**config.mk**
```make
export PLATFORM = sky130hd
export DESIGN_NAME = i2c_burst_seq
export DESIGN_NICKNAME = d
export VERILOG_FILES = /design/src/rtl/bseq_pkg.sv /design/src/rtl/bseq_buf.sv /design/src/rtl/bseq_ctrl.sv /design/src/rtl/i2c_burst_seq.sv
export SDC_FILE = /design/constraint.sdc
export NUM_CORES = 1
export LEC_CHECK = 0
export BUFFER_PORTS_ARGS = -buffer_cell sky130_fd_sc_hd__buf_2
export CAP_MARGIN = 20
export CORE_MARGIN = 1
export CORE_UTILIZATION = 50
export CTS_BUF_LIST = sky130_fd_sc_hd__clkbuf_4 sky130_fd_sc_hd__clkbuf_8 sky130_fd_sc_hd__clkbuf_16
export CTS_CLUSTER_SIZE = 14
export DETAILED_ROUTE_END_ITERATION = 7
export PLACE_DENSITY = 0.7
export SYNTH_ARGS = -nofsm -noshare
export SYNTH_HDL_FRONTEND = slang
export SYNTH_SLANG_ARGS = --single-unit
```
**constraint.sdc**
```tcl
create_clock -name clk -period 2.8 [get_ports clk]
set_clock_uncertainty 0.1 [all_clocks]
set_input_delay 0.56 -clock clk [delete_from_list [all_inputs] [get_ports clk]]
set_output_delay 0.56 -clock clk [all_outputs]
set_load 0.005 [all_outputs]
```
**src/rtl/bseq_pkg.sv**
```systemverilog
package bseq_pkg;
    typedef enum logic [1:0] {
        ST_IDLE   = 2'd0,
        ST_BURST  = 2'd1,
        ST_SINGLE = 2'd2
    } bseq_state_e;
endpackage

```
**src/rtl/bseq_buf.sv**
```systemverilog
module bseq_buf #(
    parameter int DEPTH = 68,
    parameter int DW    = 8,
    parameter int AW    = $clog2(DEPTH)
) (
    input  logic          clk,
    input  logic          we,
    input  logic [AW-1:0] waddr,
    input  logic [DW-1:0] wdata,
    input  logic [AW-1:0] raddr_a,
    output logic [DW-1:0] rdata_a,
    input  logic [AW-1:0] raddr_b,
    output logic [DW-1:0] rdata_b
);
    localparam logic [AW:0] LIMIT = (AW+1)'(DEPTH);

    logic [DW-1:0] mem [DEPTH];

    always_ff @(posedge clk) begin
        if (we && ({1'b0, waddr} < LIMIT))
            mem[waddr] <= wdata;
    end

    always_comb begin
        rdata_a = ({1'b0, raddr_a} < LIMIT) ? mem[raddr_a] : '0;
        rdata_b = ({1'b0, raddr_b} < LIMIT) ? mem[raddr_b] : '0;
    end
endmodule

```
**src/rtl/bseq_ctrl.sv**
```systemverilog
module bseq_ctrl
    import bseq_pkg::*;
#(
    parameter int DEPTH = 68,
    parameter int CW    = 7,
    parameter int AW    = $clog2(DEPTH)
) (
    input  logic          clk,
    input  logic          rst_n,
    input  logic          cnt_wr,
    input  logic [CW:0]   cnt_wdata,
    input  logic          ctl_wr,
    input  logic          ctl_buffered,
    input  logic          ctl_receive,
    input  logic          byte_done,
    output logic [CW:0]   cnt_q,
    output logic [AW-1:0] ptr_q,
    output logic          busy,
    output logic          rx_q,
    output logic          irq_q,
    output logic          ack_out,
    output logic          store_en
);
    localparam logic [CW-1:0] LIM = CW'(DEPTH);

    bseq_state_e   state_q, state_d;
    logic [CW-1:0] target_q;
    logic          bad_cnt, start_burst, start_single, reject, last_byte, step;

    always_comb begin
        bad_cnt      = (cnt_q[CW-1:0] == '0) || (cnt_q[CW-1:0] > LIM);
        start_burst  = (state_q == ST_IDLE) && ctl_wr && ctl_buffered && !bad_cnt;
        start_single = (state_q == ST_IDLE) && ctl_wr && !ctl_buffered;
        reject       = (state_q == ST_IDLE) && ctl_wr && ctl_buffered && bad_cnt;
        last_byte    = ((CW'(ptr_q) + CW'(1)) == target_q);
        busy         = (state_q != ST_IDLE);
        step         = busy && byte_done;
    end

    // next-state logic
    always_comb begin
        state_d = state_q;
        unique case (state_q)
            ST_IDLE: begin
                if (start_burst)       state_d = ST_BURST;
                else if (start_single) state_d = ST_SINGLE;
            end
            ST_BURST, ST_SINGLE: begin
                if (byte_done && last_byte) state_d = ST_IDLE;
            end
            default: state_d = ST_IDLE;
        endcase
    end

    // state register
    always_ff @(posedge clk or negedge rst_n) begin
        if (!rst_n) state_q <= ST_IDLE;
        else        state_q <= state_d;
    end

    // datapath registers
    always_ff @(posedge clk or negedge rst_n) begin
        if (!rst_n) begin
            cnt_q    <= '0;
            target_q <= '0;
            ptr_q    <= '0;
            rx_q     <= 1'b0;
            irq_q    <= 1'b0;
        end else begin
            if (cnt_wr && !busy)
                cnt_q <= cnt_wdata;
            if (!busy && ctl_wr) begin
                irq_q <= reject;
                rx_q  <= ctl_receive;
                ptr_q <= '0;
                if (start_burst) begin
                    target_q <= cnt_q[CW-1:0];
                    if (ctl_receive) cnt_q[CW-1:0] <= '0;
                end
                if (start_single) target_q <= CW'(1);
            end
            if (step) begin
                ptr_q <= ptr_q + AW'(1);
                if (rx_q && (state_q == ST_BURST))
                    cnt_q[CW-1:0] <= cnt_q[CW-1:0] + CW'(1);
                if (last_byte) irq_q <= 1'b1;
            end
        end
    end

    // outputs
    always_comb begin
        ack_out  = rx_q && busy &&
                   !((state_q == ST_BURST) && last_byte && cnt_q[CW]);
        store_en = step && rx_q;
    end

    p_reject_r2: assert property (@(posedge clk) disable iff (!rst_n)
        reject |=> (state_q == ST_IDLE) && irq_q);

    p_quiet_busy_r3: assert property (@(posedge clk) disable iff (!rst_n)
        busy |-> !irq_q);

    p_ptr_range_r3: assert property (@(posedge clk) disable iff (!rst_n)
        (state_q == ST_BURST) |-> (CW'(ptr_q) < target_q));

    p_nack_final_r6: assert property (@(posedge clk) disable iff (!rst_n)
        (step && rx_q && !ack_out) |=> (state_q == ST_IDLE));

    p_irq_hold_r10: assert property (@(posedge clk) disable iff (!rst_n)
        (irq_q && !ctl_wr) |=> irq_q);

    p_cnt_frozen_r11: assert property (@(posedge clk) disable iff (!rst_n)
        (busy && !byte_done) |=> $stable(cnt_q));
endmodule

```
**src/rtl/i2c_burst_seq.sv**
```systemverilog
module i2c_burst_seq #(
    parameter int DEPTH = 68,
    parameter int CW    = 7,
    parameter int DW    = 8,
    parameter int AW    = $clog2(DEPTH)
) (
    input  logic          clk,
    input  logic          rst_n,
    input  logic          cnt_wr,
    input  logic [CW:0]   cnt_wdata,
    output logic [CW:0]   cnt_rdata,
    input  logic          ctl_wr,
    input  logic          ctl_buffered,
    input  logic          ctl_receive,
    input  logic          buf_wr,
    input  logic [AW-1:0] buf_addr,
    input  logic [DW-1:0] buf_wdata,
    output logic [DW-1:0] buf_rdata,
    input  logic          byte_done,
    input  logic [DW-1:0] rx_byte,
    output logic [DW-1:0] tx_byte,
    output logic          ack_out,
    output logic          xfer_rx,
    output logic          busy,
    output logic          irq
);
    logic [AW-1:0] ptr;
    logic          rx_mode, store_en;
    logic          mem_we;
    logic [AW-1:0] mem_waddr;
    logic [DW-1:0] mem_wdata;

    bseq_ctrl #(.DEPTH(DEPTH), .CW(CW), .AW(AW)) u_ctrl (
        .clk          (clk),
        .rst_n        (rst_n),
        .cnt_wr       (cnt_wr),
        .cnt_wdata    (cnt_wdata),
        .ctl_wr       (ctl_wr),
        .ctl_buffered (ctl_buffered),
        .ctl_receive  (ctl_receive),
        .byte_done    (byte_done),
        .cnt_q        (cnt_rdata),
        .ptr_q        (ptr),
        .busy         (busy),
        .rx_q         (rx_mode),
        .irq_q        (irq),
        .ack_out      (ack_out),
        .store_en     (store_en)
    );

    always_comb begin
        mem_we    = busy ? store_en : buf_wr;
        mem_waddr = busy ? ptr      : buf_addr;
        mem_wdata = busy ? rx_byte  : buf_wdata;
        xfer_rx   = busy && rx_mode;
    end

    bseq_buf #(.DEPTH(DEPTH), .DW(DW), .AW(AW)) u_buf (
        .clk     (clk),
        .we      (mem_we),
        .waddr   (mem_waddr),
        .wdata   (mem_wdata),
        .raddr_a (ptr),
        .rdata_a (tx_byte),
        .raddr_b (buf_addr),
        .rdata_b (buf_rdata)
    );
endmodule

```
==> results by group <==
Placement
  – Inst Count DP: 2617
  – GP Congestion: around 0.96
  – Port bufs: 66
  – Dpl hpwl: 57400 um

Min path
  – Worst Hold Launch: cnt_wdata[7]
  – HP Class: input port to register

Global route
  – Vias in the first global route: approximately 19000
  – Initial antenna violation count: 4
  – Largest net degree at the start of global routing: 69
  – Remaining Overflow, GRT: 0
  – Global-route wire length before repair: approximately 120000 um
  – GRT Resource Usage Total: slightly above 30%

Synth
  – Primary FF master, synth: edfxtp_1
  – Mapped cell area: between 20000 and 30000 um^2
  – Syn nets: around 1700
  – Distinct cell type count after synthesis: 68
  – Mean post-synth cell area: roughly 17 um^2
  – Synthesized flop and latch total: 570
  – Post-synth ARST share: between 4 and 5%
  – Gate Count Post-Synth: roughly 1600
  – Synth warn: 0
  – Part of the Yosys area used for sequential elements: approximately three fifths
  – Post-synth EDFFs: 544

Worst setup path
  – CP startpoint: u_ctrl.ptr_q[0]
  – Element type at the critical path start: register
  – CP required: 2.14 ns
  – Worst R2R Start: u_ctrl.ptr_q[2]
  – CP Capture Type: output pin
  – CP Class: register to output pin
  – CP Max Fanout: 6
  – Worst EP arrival: around 3.1 ns

Floorplan
  – Full die area: 56200 um^2
  – I/O pin count: 67
  – Core ar.: ~54000 um^2
  – Row count: 85
  – Starting Density: a little over 50%
  – Die Wd: between 200 and 250 um
  – Die height: roughly 240 um

Timing
  – RSZ-0062 raised after global routing: true
  – Hold Vio Cnt, Final: 0
  – Final setup fails: 23
  – Min Tclk post-route: 3.73 ns
  – TNS Setup: -11.13 ns
  – Peak Freq: between 200 and 300 MHz
  – Slew HR: a little under half
  – Setup slack after layout: -0.931 ns
  – Hold_ws: 0.0733 ns
  – Tightest Pin Transition: 0.820 ns
  – Post-route clock period utilization: 133%
  – Max-slew violations: 0

CTS
  – Root Buffer: clkbuf_16
  – Clk sinks: 570
  – H-tree Lvls: 2
  – CTS clk-pin slew, worst paths: approximately 0.060 ns
  – Clk buf depth: 3
  – Num CTS Buffers: 58
  – Clk_lat worst skew: between 0.6 and 0.7 ns
  – TritonCTS clock tree: built

Run status
  – Status: finished with violations
  – Failing checks: setup timing

Detailed routing
  – DRC: 0
  – Vias: roughly 19000
  – Detail Route Antenna Nets: 0
  – DRT Wirelength: around 85000 um
  – Vias per cell: around 6.8
  – First drt pass iteration count: 5
  – WL per Instance: roughly 30 um
  – Initial DRC count: between 2000 and 2500

Finish
  – Final core utilization: between 60% and 70%
  – Final cell count without fillers: 2770
  – Final Net Count: about 2100
  – Area Overhead vs Synth: 25.7%
  – Layout cell share with drive strength beyond 1: between 40% and 50%
  – FILL cells: between 3000 and 4000
  – Antenna diode count: 0

Power
  – LEAKAGE: roughly 12 nW
  – Power Density: 781 nW/um^2
  – Max VDD drop: roughly 0.73 mV

Flow run
  – Max-Cap Viols: 0
-- final timing paths --
path / end / depth (start not counted) / slack (ns)
hold reg to reg: u_ctrl.target_q[4] / 1 / 0.42
hold / removal: u_ctrl.cnt_q[7] / 2 / 0.07
setup reg to reg: u_buf.mem[15][5] / 11 / -0.02
setup / recovery: tx_byte[5] / 7 / -0.93
max in group asynchronous: u_ctrl.ptr_q[0] / 2 / 1.73
min in group asynchronous: u_ctrl.cnt_q[6] / 2 / 0.40
-- kinds of logic (layout without fill, tap and decap cells) --
group                    count (synthesis)  count (layout)  share of synthesized area [%]
adder cells (fa/ha/maj)                  5               5                          0.226
buffers and inverters                  128             591                           2.64
XOR/XNOR                                 7               7                          0.222
flip-flops                             570             570                           61.5
AO/OA/AOI/OAI                          222             222                           5.71
AND/OR/NAND/NOR                        289             289                           4.83
multiplexers                           390             390                           24.9
-- worst max-delay path, stage by stage, from the launching register on --
cell,delay [ns]
dfrtp_4,0.47
buf_12,0.15
buf_16,0.16
mux4_2,0.58
mux4_2,0.63
o21ai_4,0.20
o22ai_2,0.09
buf_2,0.14
-- cells in the mapped netlist (7+ instances only) --
| cell | n | area [um^2] |
|---|---|---|
| a22oi_1 | 28 | 210 |
| buf_1 | 10 | 37.5 |
| buf_6 | 17 | 191 |
| a21oi_1 | 31 | 155 |
| nor2b_1 | 12 | 75.1 |
| a211oi_1 | 14 | 105 |
| a221oi_1 | 8 | 70.1 |
| nand2_1 | 70 | 263 |
| clkbuf_1 | 39 | 146 |
| o221ai_1 | 15 | 131 |
| mux4_2 | 229 | 5160 |
| dfrtp_1 | 26 | 651 |
| nand3_1 | 34 | 170 |
| mux2i_1 | 125 | 1250 |
| nor2_1 | 111 | 417 |
| edfxtp_1 | 544 | 16300 |
| mux2_2 | 32 | 360 |
| a22o_1 | 12 | 105 |
| buf_4 | 14 | 105 |
| nor3_1 | 8 | 40.0 |
| inv_1 | 12 | 45.0 |
| o21ai_0 | 32 | 160 |
| and2_1 | 9 | 56.3 |
| o211ai_1 | 8 | 60.1 |
| o22ai_1 | 22 | 138 |
| buf_2 | 34 | 170 |
| a21boi_0 | 7 | 52.6 |
-- cell type report --
type | instances | area, um^2 | share of cell area, %
Clock buffer | 69 | 1590 | 4.57
Clock inverter | 39 | 432 | 1.24
Tap cell | 696 | 871 | 2.51
Timing Repair Buffer | 471 | 4260 | 12.3
Inverter | 12 | 45.0 | 0.130
Multi-Input combinational cell | 913 | 10500 | 30.4
Sequential cell | 570 | 17000 | 48.9
-- cell usage in the layout, fill, tap and decap left out, types with 23 or more instances in the layout --
cell	count
edfxtp_1	544
buf_4	330
mux4_2	232
mux2i_1	119
nor2_1	93
clkbuf_16	64
nand2_1	63
buf_2	62
buf_12	40
o21ai_0	26
mux2_2	25
nand3_1	25
dfrtp_1	23
-- layer usage --
layer | routed length (um) | GRT usage (%)
met5 | 36 | 0
met4 | 3590 | 11.3
met3 | 10500 | 7.99
met2 | 39600 | 47.9
met1 | 31500 | 40.9
-- sequential cells by signal (all words and copies together) (netlist names) --
register	cells
u_ctrl.state_q	2
u_ctrl.irq_q	1
u_ctrl.ptr_q	7
u_ctrl.cnt_q	8
u_ctrl.target_q	7
u_ctrl.rx_q	1
u_buf.mem	544
-- power by group --
part	internal (W)	switching, W
Clock	0.00486	0.00331
Sequential	0.0104	0.000234
Combinational	0.00381	0.00453
-- metrics by stage --
stage                     worst slack, ns  power (W)  instance area [um^2]
after floorplan                   0.00875     0.0148                 27600
after global placement             -0.552     0.0178                 31300
after detailed placement           -0.579     0.0180                 31300
after CTS                          -0.939     0.0268                 34300
after global routing               -0.982     0.0278                 34700
final                              -0.931     0.0271                 34700
-- timing repair --
action / CTS / global route
gates resized for setup: 112 / 81
endpoints found under the hold margin: 26 / 0
hold buffers: 1 / 0
setup buffers: 28 / 15
pin swaps: 44 / 30
setup endpoints to repair: 534 / 333
cloned: 5 / 3
No activity file was read; power rests on OpenSTA's default activity.
